### src/rtl/pwmc_pkg.sv
package pwmc_pkg;

    localparam int DATA_W = 32;
    localparam int ADDR_W = 12;

    // global register byte offsets
    localparam logic [ADDR_W-1:0] OFS_EN_SET  = 12'h004;
    localparam logic [ADDR_W-1:0] OFS_EN_CLR  = 12'h008;
    localparam logic [ADDR_W-1:0] OFS_EN_RD   = 12'h00C;
    localparam logic [ADDR_W-1:0] OFS_MSK_SET = 12'h010;
    localparam logic [ADDR_W-1:0] OFS_MSK_CLR = 12'h014;
    localparam logic [ADDR_W-1:0] OFS_MSK_RD  = 12'h018;
    localparam logic [ADDR_W-1:0] OFS_STAT    = 12'h01C;

    // channel banks
    localparam logic [ADDR_W-1:0] CH_BASE  = 12'h200;
    localparam int                CH_SHIFT = 5;   // 0x20 stride

    // word index inside a channel bank
    typedef enum logic [2:0] {
        CR_MODE = 3'd0,
        CR_DUTY = 3'd1,
        CR_PRD  = 3'd2,
        CR_CNT  = 3'd3
    } chan_reg_e;

    typedef enum logic [1:0] {
        TB_CLK  = 2'd0,
        TB_A    = 2'd1,
        TB_B    = 2'd2,
        TB_CLK2 = 2'd3
    } tbase_e;

    // mode word layout, low bits upward: tbase[1:0], center[2], invert[3]
    typedef struct packed {
        logic   invert;
        logic   center;
        tbase_e tbase;
    } chan_mode_t;

    localparam int MODE_W = $bits(chan_mode_t);

    function automatic logic pick_tick(tbase_e tb, logic ta, logic tbb);
        case (tb)
            TB_A:    return ta;
            TB_B:    return tbb;
            default: return 1'b1;
        endcase
    endfunction

endpackage

### src/rtl/pwmc_chan.sv
module pwmc_chan #(
    parameter int CW = 16
) (
    input  logic          clk,
    input  logic          rst,
    input  logic          en,
    input  logic          tick,
    input  logic          center,
    input  logic          invert,
    input  logic [CW-1:0] prd,
    input  logic [CW-1:0] duty,
    output logic [CW-1:0] cnt,
    output logic          prd_end,
    output logic          pwm
);

    logic [CW-1:0] cnt_q;
    logic [CW-1:0] duty_act;
    logic          down_q;
    logic [CW:0]   cnt_inc;
    logic          reach_top;
    logic          at_floor;
    logic          wrap_evt;

    assign cnt_inc   = {1'b0, cnt_q} + {{CW{1'b0}}, 1'b1};
    assign reach_top = cnt_inc >= {1'b0, prd};
    assign at_floor  = cnt_q <= CW'(1);
    assign wrap_evt  = center ? (down_q && at_floor) : reach_top;
    assign prd_end   = en && tick && wrap_evt;

    always_ff @(posedge clk) begin
        if (rst) begin
            cnt_q    <= '0;
            down_q   <= 1'b0;
            duty_act <= '0;
        end else if (!en) begin
            cnt_q    <= '0;
            down_q   <= 1'b0;
            duty_act <= duty;
        end else if (tick) begin
            if (center) begin
                if (!down_q) begin
                    cnt_q <= cnt_inc[CW-1:0];
                    if (reach_top) down_q <= 1'b1;
                end else if (at_floor) begin
                    cnt_q  <= '0;
                    down_q <= 1'b0;
                end else begin
                    cnt_q <= cnt_q - CW'(1);
                end
            end else begin
                down_q <= 1'b0;
                cnt_q  <= reach_top ? '0 : cnt_inc[CW-1:0];
            end
            if (wrap_evt) duty_act <= duty;
        end
    end

    assign cnt = cnt_q;
    assign pwm = (en && (cnt_q < duty_act)) ^ invert;

    // a disabled channel sits at zero, counting up
    a_r11_off_clears: assert property (@(posedge clk) disable iff (rst)
        !en |=> (cnt_q == '0) && !down_q);

    // the active duty only moves at a period end or while disabled
    a_r10_duty_held: assert property (@(posedge clk) disable iff (rst)
        (en && !prd_end) |=> (duty_act == $past(duty_act)));

    // without a tick an enabled counter holds
    a_r9_no_tick_hold: assert property (@(posedge clk) disable iff (rst)
        (en && !tick) |=> $stable(cnt_q));

endmodule

### src/rtl/pwmc_glob.sv
module pwmc_glob #(
    parameter int NCH = 4
) (
    input  logic           clk,
    input  logic           rst,
    input  logic [NCH-1:0] en_set,
    input  logic [NCH-1:0] en_clr,
    input  logic [NCH-1:0] msk_set,
    input  logic [NCH-1:0] msk_clr,
    input  logic           stat_rd,
    input  logic [NCH-1:0] prd_end,
    output logic [NCH-1:0] en_q,
    output logic [NCH-1:0] msk_q,
    output logic [NCH-1:0] pend_q,
    output logic           irq
);

    always_ff @(posedge clk) begin
        if (rst) begin
            en_q   <= '0;
            msk_q  <= '0;
            pend_q <= '0;
        end else begin
            en_q   <= (en_q  | en_set)  & ~en_clr;
            msk_q  <= (msk_q | msk_set) & ~msk_clr;
            pend_q <= (stat_rd ? '0 : pend_q) | prd_end;
        end
    end

    assign irq = |(pend_q & msk_q);

    // set strobe bits land in the enable register
    a_r1_en_set: assert property (@(posedge clk) disable iff (rst)
        (|en_set) |=> ((en_q & $past(en_set)) == $past(en_set)));

    // clear strobe bits leave the enable register
    a_r1_en_clr: assert property (@(posedge clk) disable iff (rst)
        (|en_clr) |=> ((en_q & $past(en_clr)) == '0));

    // mask clear strobe
    a_r2_msk_clr: assert property (@(posedge clk) disable iff (rst)
        (|msk_clr) |=> ((msk_q & $past(msk_clr)) == '0));

    // a status read leaves only same-cycle events pending
    a_r3_read_clears: assert property (@(posedge clk) disable iff (rst)
        stat_rd |=> ((pend_q & ~$past(prd_end)) == '0));

    // pending bits are sticky without a read
    a_r3_sticky: assert property (@(posedge clk) disable iff (rst)
        !stat_rd |=> ((pend_q & $past(pend_q)) == $past(pend_q)));

    // a disabled channel never reports a period end
    a_r4_off_quiet: assert property (@(posedge clk) disable iff (rst)
        ((prd_end & ~en_q) == '0));

endmodule

### src/rtl/pwm_bank_ctrl.sv
module pwm_bank_ctrl
    import pwmc_pkg::*;
#(
    parameter int NCH = 4,
    parameter int CW  = 16
) (
    input  logic              clk,
    input  logic              rst,
    input  logic              bus_sel,
    input  logic              bus_wr,
    input  logic [ADDR_W-1:0] bus_addr,
    input  logic [DATA_W-1:0] bus_wdata,
    output logic [DATA_W-1:0] bus_rdata,
    input  logic              tick_a,
    input  logic              tick_b,
    output logic [NCH-1:0]    pwm_out,
    output logic              irq
);

    localparam int SLOT_W = ADDR_W - CH_SHIFT;

    logic                wr_go;
    logic                rd_go;
    logic [SLOT_W-1:0]   ch_slot;
    logic                ch_hit;
    chan_reg_e           reg_sel;

    logic [NCH-1:0]      en_set, en_clr, msk_set, msk_clr;
    logic                stat_rd;
    logic [NCH-1:0]      en_q, msk_q, pend_q, prd_end;

    chan_mode_t          mode_q [NCH];
    logic [CW-1:0]       duty_q [NCH];
    logic [CW-1:0]       prd_q  [NCH];
    logic [CW-1:0]       cnt_w  [NCH];

    logic [DATA_W-1:0]   rd_word;
    logic                unused_bits;

    // upper data bits beyond the widest field carry no meaning
    assign unused_bits = ^bus_wdata;

    assign wr_go   = bus_sel && bus_wr;
    assign rd_go   = bus_sel && !bus_wr;
    assign ch_slot = SLOT_W'((bus_addr - CH_BASE) >> CH_SHIFT);
    assign ch_hit  = (bus_addr >= CH_BASE) && (32'(ch_slot) < NCH);
    assign reg_sel = chan_reg_e'(bus_addr[4:2]);

    assign en_set  = (wr_go && bus_addr == OFS_EN_SET)  ? bus_wdata[NCH-1:0] : '0;
    assign en_clr  = (wr_go && bus_addr == OFS_EN_CLR)  ? bus_wdata[NCH-1:0] : '0;
    assign msk_set = (wr_go && bus_addr == OFS_MSK_SET) ? bus_wdata[NCH-1:0] : '0;
    assign msk_clr = (wr_go && bus_addr == OFS_MSK_CLR) ? bus_wdata[NCH-1:0] : '0;
    assign stat_rd = rd_go && (bus_addr == OFS_STAT);

    pwmc_glob #(.NCH(NCH)) u_glob (
        .clk     (clk),
        .rst     (rst),
        .en_set  (en_set),
        .en_clr  (en_clr),
        .msk_set (msk_set),
        .msk_clr (msk_clr),
        .stat_rd (stat_rd),
        .prd_end (prd_end),
        .en_q    (en_q),
        .msk_q   (msk_q),
        .pend_q  (pend_q),
        .irq     (irq)
    );

    for (genvar c = 0; c < NCH; c++) begin : g_ch
        logic wr_here;
        logic tick_sel;

        assign wr_here  = wr_go && ch_hit && (32'(ch_slot) == c);
        assign tick_sel = pick_tick(mode_q[c].tbase, tick_a, tick_b);

        always_ff @(posedge clk) begin
            if (rst) begin
                mode_q[c] <= '0;
                duty_q[c] <= '0;
                prd_q[c]  <= '0;
            end else if (wr_here) begin
                case (reg_sel)
                    CR_MODE: mode_q[c] <= chan_mode_t'(bus_wdata[MODE_W-1:0]);
                    CR_DUTY: duty_q[c] <= bus_wdata[CW-1:0];
                    CR_PRD:  prd_q[c]  <= bus_wdata[CW-1:0];
                    default: ;
                endcase
            end
        end

        pwmc_chan #(.CW(CW)) u_chan (
            .clk     (clk),
            .rst     (rst),
            .en      (en_q[c]),
            .tick    (tick_sel),
            .center  (mode_q[c].center),
            .invert  (mode_q[c].invert),
            .prd     (prd_q[c]),
            .duty    (duty_q[c]),
            .cnt     (cnt_w[c]),
            .prd_end (prd_end[c]),
            .pwm     (pwm_out[c])
        );

        // the counter word cannot be written
        a_r6_cnt_readonly: assert property (@(posedge clk) disable iff (rst)
            (wr_here && reg_sel == CR_CNT) |=> ($stable(mode_q[c]) && $stable(duty_q[c])
                                                && $stable(prd_q[c])));
    end

    always_comb begin
        rd_word = '0;
        if (ch_hit) begin
            for (int c = 0; c < NCH; c++) begin
                if (32'(ch_slot) == c) begin
                    case (reg_sel)
                        CR_MODE: rd_word = DATA_W'(mode_q[c]);
                        CR_DUTY: rd_word = DATA_W'(duty_q[c]);
                        CR_PRD:  rd_word = DATA_W'(prd_q[c]);
                        CR_CNT:  rd_word = DATA_W'(cnt_w[c]);
                        default: rd_word = '0;
                    endcase
                end
            end
        end else begin
            case (bus_addr)
                OFS_EN_RD:  rd_word = DATA_W'(en_q);
                OFS_MSK_RD: rd_word = DATA_W'(msk_q);
                OFS_STAT:   rd_word = DATA_W'(pend_q);
                default:    rd_word = '0;
            endcase
        end
    end

    always_ff @(posedge clk) begin
        if (rst)        bus_rdata <= '0;
        else if (rd_go) bus_rdata <= rd_word;
    end

    // read data holds between reads
    a_r12_rdata_hold: assert property (@(posedge clk) disable iff (rst)
        !rd_go |=> $stable(bus_rdata));

    // no interrupt while the mask is empty
    a_r5_no_mask_no_irq: assert property (@(posedge clk) disable iff (rst)
        (msk_q == '0) |-> !irq);

endmodule

### config.mk
export PLATFORM = sky130hd
export DESIGN_NAME = pwm_bank_ctrl
export DESIGN_NICKNAME = d
export VERILOG_FILES = /design/src/rtl/pwmc_pkg.sv /design/src/rtl/pwmc_chan.sv /design/src/rtl/pwmc_glob.sv /design/src/rtl/pwm_bank_ctrl.sv
export SDC_FILE = /design/constraint.sdc
export NUM_CORES = 1
export LEC_CHECK = 0
export CAP_MARGIN = 20
export CORE_MARGIN = 2
export CORE_UTILIZATION = 45
export CTS_BUF_LIST = sky130_fd_sc_hd__clkbuf_4 sky130_fd_sc_hd__clkbuf_8
export CTS_CLUSTER_SIZE = 14
export DETAILED_ROUTE_END_ITERATION = 8
export DONT_BUFFER_PORTS = 1
export GPL_TIMING_DRIVEN = 1
export MAX_ROUTING_LAYER = met4
export SKIP_CTS_REPAIR_TIMING = 1
export SLEW_MARGIN = 25
export SYNTH_ARGS = -nofsm -noshare
export SYNTH_HDL_FRONTEND = slang
export SYNTH_HIERARCHICAL = 1
export SYNTH_SLANG_ARGS = --single-unit
### constraint.sdc
create_clock -name clk -period 3.45 [get_ports clk]
set_input_delay 0.1725 -clock clk [delete_from_list [all_inputs] [get_ports clk]]
set_output_delay 0.1725 -clock clk [all_outputs]
set_load 0.1 [all_outputs]
==> results of run 1 <==
==> worst max-delay path, delay by kind of cell, from the launching register on <==
family,cells,cell delay [ns]
xor+xnor,1,0.15
flops,1,0.36
mux,1,0.17
simple gates,5,0.93
compound gates,3,0.72
buf+inv,3,0.48
fa+ha+maj,2,0.53
==> through the flow <==
step	instances	TNS, ns	area [µm²]	utilization
3_3_place_gp	2978	0	22460	0.4804
4_1_cts	3083	-1.098	23570	0.5042
2_1_floorplan	2409	0	21530	-
3_5_place_dp	2978	-0.3067	22460	0.4804
5_1_grt	3201	-2.806	25160	0.5381
6_report	3201	0	25160	0.5381
==> report_power, final <==
part	internal, µW	switching [µW]
combinational	335	629
clock	1860	1680
sequential	3900	89.5
==> Yosys cell counts, types with 39 or more instances <==
cell / count / area [µm²]
inv_1: 175 / 656.9
dfxtp_1: 160 / 3203
nand2b_1: 150 / 938.4
ha_1: 146 / 1827
nor2_1: 145 / 544.3
edfxtp_1: 144 / 4324
and2_1: 116 / 725.7
a21oi_1: 105 / 525.5
clkbuf_1: 102 / 382.9
nand2_1: 99 / 371.6
nor3_1: 91 / 455.4
mux2i_1: 82 / 820.8
nand3_1: 82 / 410.4
o21ai_0: 77 / 385.4
nand4_1: 46 / 287.8
a21o_1: 43 / 322.8
a221oi_1: 40 / 350.3
o22ai_1: 39 / 244.0
xor2_1: 39 / 341.6
==> cells by family (layout without fill, tap and decap cells) <==
logic type               after synthesis  in the layout
buffers and inverters                364            546
other                                  1             19
XOR/XNOR                              74             74
AO/OA/AOI/OAI                        497            497
adder cells (fa/ha/maj)              146            146
multiplexers                         118            118
AND/OR/NAND/NOR                      890            890
flip-flops                           304            304
==> sequential cells by signal, summed over array words and instances, names as in the netlist, 16 cells and up <==
signal                count
duty_q                   64
g_ch.u_chan/cnt          64
g_ch.u_chan/duty_act     64
prd_q                    64
bus_rdata                16
mode_q                   16
==> worst max path at each step <==
stage | from | to | slack, ns | cells past startpoint
3_5_place_dp | g_ch[0].u_chan/cnt[0] | g_ch[0].u_chan/cnt[14] | -0.06 | 14
5_1_grt | g_ch[1].u_chan/cnt[0] | g_ch[1].u_chan/duty_act[12] | -0.10 | 15
3_3_place_gp | g_ch[0].u_chan/cnt[1] | g_ch[0].u_chan/cnt[14] | 0.04 | 14
2_1_floorplan | g_ch[2].u_chan/cnt[0] | g_ch[2].u_chan/duty_act[0] | 0.003 | 16
6_report | g_ch[1].u_chan/cnt[0] | g_ch[1].u_chan/duty_act[12] | 0.02 | 15
4_1_cts | g_ch[0].u_chan/cnt[1] | pwm_out[0] | -0.27 | 10
==> per-layer routing <==
| metal | up-vias | routed length [µm] | part of all wire | track usage |
|---|---|---|---|---|
| met2 | 882 | 34900 | 0.47 | 0.4430 |
| met4 | 0 | 2014 | 0.027 | 0.09263 |
| met5 | - | 0 | 0 | - |
| li1 | 8964 | - | - | - |
| met3 | 160 | 6716 | 0.090 | 0.05526 |
| met1 | 9586 | 31240 | 0.42 | 0.3753 |
==> area by class of cell <==
type / count / area [µm²]
Antenna cell: 3 / 7.507
Clock buffer: 75 / 950.9
Clock inverter: 30 / 161.4
Fill cell: 4330 / 21590
Inverter: 181 / 679.4
Multi-Input combinational cell: 1741 / 12730
Sequential cell: 304 / 7550
Tap cell: 607 / 759.5
Timing Repair Buffer: 260 / 2316
==> flow_summary.yaml, run 1 <==
run_status:
  outcome: "finished with violations"
  failed_checks: "hold timing"
worst_hold_path:
  whs_endpoint: "bus_rdata[4]"
  hold_start: "bus_addr[5]"
  hp-class: "in2reg"
  hold_depth: 4
power:
  ir_worst_vdd_mv: 0.2065
  power_uw: 8500
  powerDensity_mw_per_mm2: 337.9
  p_leak_uw: 0.01019
critical_path:
  critical_path_required_ns: 4.03
  arrival_ns: 4.02
  rr_worst_depth: 15
  cp_slowest_stage_delay_ns: 0.36
  cpMaxStageDelayCell: "dfxtp_1"
  crit_chain: "ha_2, nand3_1, buf_4, nor4_4, xor2_1, ha_1, nand4_1, nor4_1, a21oi_1, a21boi_2, nor3_4, o31a_1, buf_4, buf_12, mux2i_1"
  reg2reg_from: "g_ch[1].u_chan/cnt[0]"
  rr_endpoint: "g_ch[1].u_chan/duty_act[12]"
  critPathLaunchType: "flip-flop"
  path_class: "reg2reg"
  cp-end-kind: "flip-flop"
  worstPathMaxFanout: 8
  crit_top_cell: "buf_4"
  regToRegSetupSlack_ns: 0.02
sta:
  setup_violations: 0
  relSlewSlack: 0.2436
  worst_slack_ns: 0.01534
  finClkSkew_ns: 0.04348
  final_hold_viol_count: 1
  fin_hold_ws_ns: -0.03569
  tightest_slew_ns: 1.131
  min_period_ns: 3.435
  finalMaxSlewViolations: 0
  fin_crit_sh: 0.9956
  clock.fmax_mhz: 291.1
  grt_setup_unrepaired: "yes"
drt:
  dr.first_iter.drc_count: 2094
  avgViaCountPerCell: 6.121
  vias: 19592
  first_pass_iters: 6
  wl_mm: 74.87
  postRouteAntennaNets: 0
  drc: 0
  wl_per_cell_um: 23.39
floorplanning:
  die_area_mm2: 0.04935
  design.portCount: 87
  start_util: 0.4581
  chipHeight_um: 222.2
  dieWidth_um: 222.2
  rows: 79
  fp.coreArea_mm2: 0.04675
cts:
  cts.path.max_buffers: 3
  htree_levels: 2
  clock_sinks: 304
  cts-buffers-inserted: 56
  clk_pin_slew_worst_paths_ns: 0.07
  clock_latency_ns: 0.68
  cts_root_buf: "clkbuf_8"
  cts_tree: "yes"
global_routing:
  grt_pass1_wl_mm: 106.6
  overflow: 0
  grt_max_degree: 171
  antenna_found_initial: 7
  grt_util_all_layers: 0.2858
  grt_pass1_vias: 18074
layout:
  layout_common_cells: "175 x inv_1, 160 x buf_4, 150 x nand2b_1"
  final_common_cell: "inv_1"
  layout.nets: 2740
  syn_to_final_growth_pct: 17.47
  drive_above_1_share: 0.1690
placed_design:
  portBuffers: 0
  dp_slack_ns: -0.05801
  gp_congestion: 0.9815
  dp_hpwl_mm: 50.10
synth:
  synthSimpleGateAreaFrac: 0.2352
  async_reset_ff_frac: 0
  yosysUniqueCellTypes: 86
  synth_compound_area_frac: 0.1600
  yosysSeqAreaShare: 0.3515
  synth_flop_cell: "dfxtp_1"
  synth_fa_ha_area_frac: 0.08530
  syn_area_mm2: 0.02142
  synth_top_family_by_area: "simple AND/OR/NAND/NOR gates"
  synth_cells: 2394
  synth-edff-count: 144
  synth_xor_area_frac: 0.03026
  avgSynthCellArea_um2: 8.946
  yosysWarnings: 6
  ys_seq_elements: 304
  muxShareOfSynthArea: 0.05988
flow_run:
  maxCapViolations: 0
Power figures use the tool's default switching activity.
==> inputs of run 2 (changes only) <==
CELL_PAD_IN_SITES_DETAIL_PLACEMENT = 1   (was unset)
CELL_PAD_IN_SITES_GLOBAL_PLACEMENT = 2   (was unset)
CORE_UTILIZATION = 38   (was 45)
GPL_ROUTABILITY_DRIVEN = 1   (was unset)
PLACE_DENSITY_LB_ADDON = 0.1   (was unset)
==> flow_summary.yaml, run 2 (same netlist as run 1, synthesis figures left out) <==
cts:
  cts_root_buf: "clkbuf_8"
  clock_sinks: 304
  clk_pin_slew_worst_paths_ns: 0.06
  cts-buffers-inserted: 57
  cts.path.max_buffers: 3
  cts_tree: "yes"
  clock_latency_ns: 0.69
  htree_levels: 2
worst_hold_path:
  hp-class: "in2reg"
  hold_depth: 5
flow_run:
  maxCapViolations: 0
global_routing:
  antenna_found_initial: 14
  grt_max_degree: 171
  grt_pass1_wl_mm: 119.0
  grt_pass1_vias: 19382
  grt_util_all_layers: 0.2792
  overflow: 0
placed_design:
  gp_congestion: 0.9242
  portBuffers: 0
  dp_hpwl_mm: 57.88
  dp.cells: 3153
layout:
  drive_above_1_share: 0.1963
  final_cells: 3339
  syn_to_final_growth_pct: 18.39
  layout_common_cells: "184 x buf_4, 173 x inv_1, 150 x nand2b_1"
  final_common_cell: "buf_4"
  layout.nets: 2721
drt:
  drc: 0
  dr.first_iter.drc_count: 1477
  vias: 19200
  wl_mm: 82.49
  postRouteAntennaNets: 0
  avgViaCountPerCell: 5.750
  wl_per_cell_um: 24.71
  first_pass_iters: 5
sta:
  clock.fmax_mhz: 298.2
  finalMaxSlewViolations: 0
  relSlewSlack: 0.2671
  grt_setup_unrepaired: "yes"
  finClkSkew_ns: 0.02660
  tightest_slew_ns: 1.098
  final_hold_viol_count: 0
  fin_crit_sh: 0.9720
  setup-tns-final_ns: 0
  setup_violations: 0
  min_period_ns: 3.353
floorplanning:
  chipHeight_um: 241.4
  design.portCount: 87
  start_util: 0.3820
  fp.coreArea_mm2: 0.05606
  rows: 87
  dieWidth_um: 241.4
  die_area_mm2: 0.05827
power:
  p_leak_uw: 0.01025
  powerDensity_mw_per_mm2: 344.2
  power_uw: 8728
  ir_worst_vdd_mv: 0.2850
critical_path:
  path_class: "reg2out"
  arrival_ns: 3.18
  rr_worst_depth: 16
  worstPathMaxFanout: 7
  critical_path_required_ns: 3.28
  cp-end-kind: "output port"
  critPathLaunchType: "flip-flop"
run_status:
  outcome: "completed"
==> run 2: cell count changes in the layout (fill, tap and decap cells not counted), sizes merged <==
cell	delta
clkbuf	+22
bufinv	-1
clkinv	-18
clkinvlp	-1
buf	+27
diode	+7
dlygate4sd3	-47
==> run 2: layout make-up <==
class	count	area, µm²
Timing Repair Buffer	240	2063
Fill cell	6432	30700
Multi-Input combinational cell	1741	12910
Antenna cell	10	25.02
Clock buffer	97	1135
Clock inverter	10	47.55
Inverter	181	679.4
Tap cell	756	945.9
Sequential cell	304	7553
==> run 2: final timing paths <==
| check | startpoint | endpoint | slack, ns |
|---|---|---|---|
| max reg2reg | g_ch[1].u_chan/cnt[2] | g_ch[1].u_chan/duty_act[6] | 0.1 |
| max | g_ch[1].u_chan/cnt[1] | pwm_out[1] | 0.1 |
| min | bus_addr[2] | bus_rdata[5] | 0.004 |
| min reg2reg | g_ch[3].u_chan/duty_act[1] | g_ch[3].u_chan/duty_act[1] | 0.48 |
==> run 2: report_power, final <==
part,switching [µW],leakage (µW),internal [µW]
Clock,1720,0.000641,2050
Combinational,652,0.00693,311
Sequential,93.2,0.00268,3900
==> run 2: stage by stage <==
step | area [µm²] | hold slack [ns] | utilization | worst slack (ns)
final | 25360 | 0.003762 | 0.4523 | 0.09666
after global routing | 25350 | -0.01109 | 0.4522 | -0.09181
after CTS | 24030 | -0.4298 | 0.4287 | -0.2992
after detailed placement | 22850 | 0.3196 | 0.4076 | -0.1922
after global placement | 22850 | 0.3138 | 0.4076 | -0.05786
after floorplan | 21530 | 0.2493 | - | 0.003294
==> run 2: worst max-delay path, cell delays in order (launching register included) <==
cell and delay, ns:
dfxtp_2 0.33, buf_6 0.13, ha_1 0.29, a21o_1 0.16, a21oi_2 0.14, o211ai_1 0.18
a2111oi_2 0.42, buf_4 0.19, o21ai_2 0.09, xnor2_2 0.28, buf_6 0.27
==> run 2: metal layers <==
layer	track usage	vias to the layer above	wire (µm)
li1	-	8915	-
met1	0.3578	9607	35900
met2	0.4491	563	38420
met3	0.06404	115	6441
met4	0.06098	0	1738
met5	-	-	0
==> inputs of run 3 (changes only) <==
RECOVER_POWER = 100   (was unset)
==> flow_summary.yaml, run 3 (same netlist as run 1, synthesis figures left out) <==
run_status:
  outcome: "finished with violations"
  failed_checks: "hold timing"
layout:
  n_fill_cell: 6448
  syn_to_final_growth_pct: 17.75
  layout_common_cells: "173 x inv_1, 163 x buf_4, 150 x nand2b_1"
  drive_above_1_share: 0.1842
  final_cells: 3338
  layout.nets: 2721
  multiInputGateArea_mm2: 0.01285
  final_common_cell: "inv_1"
  regArea_mm2: 0.007551
power:
  ir_worst_vdd_mv: 0.2707
  powerDensity_mw_per_mm2: 345.7
  p_leak_uw: 0.01008
placed_design:
  gp_congestion: 0.9242
  dp_hpwl_mm: 57.88
  dp_slack_ns: -0.1922
  portBuffers: 0
  dp.cells: 3153
cts:
  clock_latency_ns: 0.69
  cts.path.max_buffers: 3
  clk_pin_slew_worst_paths_ns: 0.06
  cts-buffers-inserted: 57
  clock_sinks: 304
  cts_tree: "yes"
  htree_levels: 2
  cts_root_buf: "clkbuf_8"
critical_path:
  cp_num_buf_inv: 3
  reg2reg_from: "g_ch[1].u_chan/cnt[1]"
  regToRegSetupSlack_ns: 0.10
  cp-end-kind: "output port"
  critPathLaunchType: "flip-flop"
  path_class: "reg2out"
  critical_path_required_ns: 3.28
  rr_endpoint: "g_ch[1].u_chan/duty_act[7]"
  cp.depth: 10
  cp-startpoint: "g_ch[1].u_chan/cnt[1]"
  crit_chain: "buf_6, ha_1, a21o_1, a21oi_2, o211ai_1, a2111oi_2, buf_4, o21ai_2, xnor2_2, buf_6"
  arrival_ns: 3.20
  rr_worst_depth: 15
  crit_top_cell: "buf_6"
  cpLargestDelayFamily: "compound AO/OA/AOI/OAI gates"
  worstPathMaxFanout: 7
  cpMaxStageDelayCell: "a2111oi_2"
  crit_end: "pwm_out[1]"
  cp_slowest_stage_delay_ns: 0.43
global_routing:
  grt_max_degree: 171
  grt_util_all_layers: 0.2792
  overflow: 0
  antenna_found_initial: 14
  grt_pass1_vias: 19382
  grt_pass1_wl_mm: 119.0
sta:
  min_period_ns: 3.373
  grt_setup_unrepaired: "yes"
  finalMaxSlewViolations: 0
  finClkSkew_ns: 0.03084
  clock.fmax_mhz: 296.5
  final_hold_viol_count: 3
  worst_slack_ns: 0.07742
  setup_violations: 0
  relSlewSlack: 0.02718
  fin_crit_sh: 0.9776
  fin_hold_ws_ns: -0.006008
  tightest_slew_ns: 1.459
floorplanning:
  design.portCount: 87
  chipHeight_um: 241.4
  rows: 87
  dieWidth_um: 241.4
  die_area_mm2: 0.05827
  fp.coreArea_mm2: 0.05606
  start_util: 0.3820
worst_hold_path:
  hold_start: "bus_addr[4]"
  hp-class: "in2reg"
drt:
  wl_per_cell_um: 24.74
  wl_mm: 82.59
  postRouteAntennaNets: 0
  drc: 0
  first_pass_iters: 5
  vias: 19279
  dr.first_iter.drc_count: 1460
  avgViaCountPerCell: 5.776
flow_run:
  maxCapViolations: 0
## run 3: how the worst min path moves through the flow
stage	depth (start not counted)	to	slack, ns
final	3	bus_rdata[6]	-0.006
after global placement	1	u_glob/pend_q[3]	0.31
after floorplan	1	u_glob/en_q[3]	0.25
after global routing	4	bus_rdata[15]	-0.01
after CTS	1	u_glob/pend_q[3]	-0.43
after detailed placement	1	u_glob/pend_q[3]	0.32
## run 3: worst register-to-register path, cell delays in order, from the launching register on
cell and delay [ns]:
dfxtp_2 0.34, ha_2 0.19, nand3_2 0.09, or2_4 0.31, nor2_4 0.12, and3_4 0.23, xor2_4 0.17, ha_4 0.23
a211oi_2 0.21, o21ai_1 0.11, o211ai_1 0.17, a21boi_2 0.13, nor3_4 0.25, o31a_1 0.33, clkbuf_16 0.23, mux2i_1 0.18
## run 3: report_power, final
group	switching, µW	total (µW)	internal, µW
clock network	1710	3770	2050
registers	93.3	4000	3900
logic	651	956	305
total	2460	8720	6260
## run 3: per-layer routing
metal	GRT usage	vias to the layer above	share of wire
met4	0.06098	0	0.022
met3	0.06404	125	0.073
met2	0.4491	536	0.46
met1	0.3578	9697	0.44
met5	-	-	0
li1	-	8921	-
## run 3: through the flow
| stage | TNS [ns] | hold WS (ns) | cell area [µm²] | utilization | total power, µW |
|---|---|---|---|---|---|
| finish | 0 | -0.006008 | 25220 | 0.4499 | 8718 |
| global route | -2.811 | -0.01109 | 25210 | 0.4498 | 9033 |
| CTS | -5.427 | -0.4298 | 24030 | 0.4287 | 8656 |
| detailed placement | -3.679 | 0.3196 | 22850 | 0.4076 | 4884 |
| global placement | -0.07918 | 0.3138 | 22850 | 0.4076 | 4861 |
| floorplan | 0 | 0.2493 | 21530 | - | 4674 |
## run 3: final cells by class
cell class | instances | share of cell area
multi-input combinational | 1741 | 0.5097
sequential | 304 | 0.2994
timing repair buffer | 240 | 0.07869
clock buffer | 97 | 0.04500
tap | 756 | 0.03751
inverter | 181 | 0.02694
clock inverter | 10 | 0.001885
antenna | 9 | 0.0008930
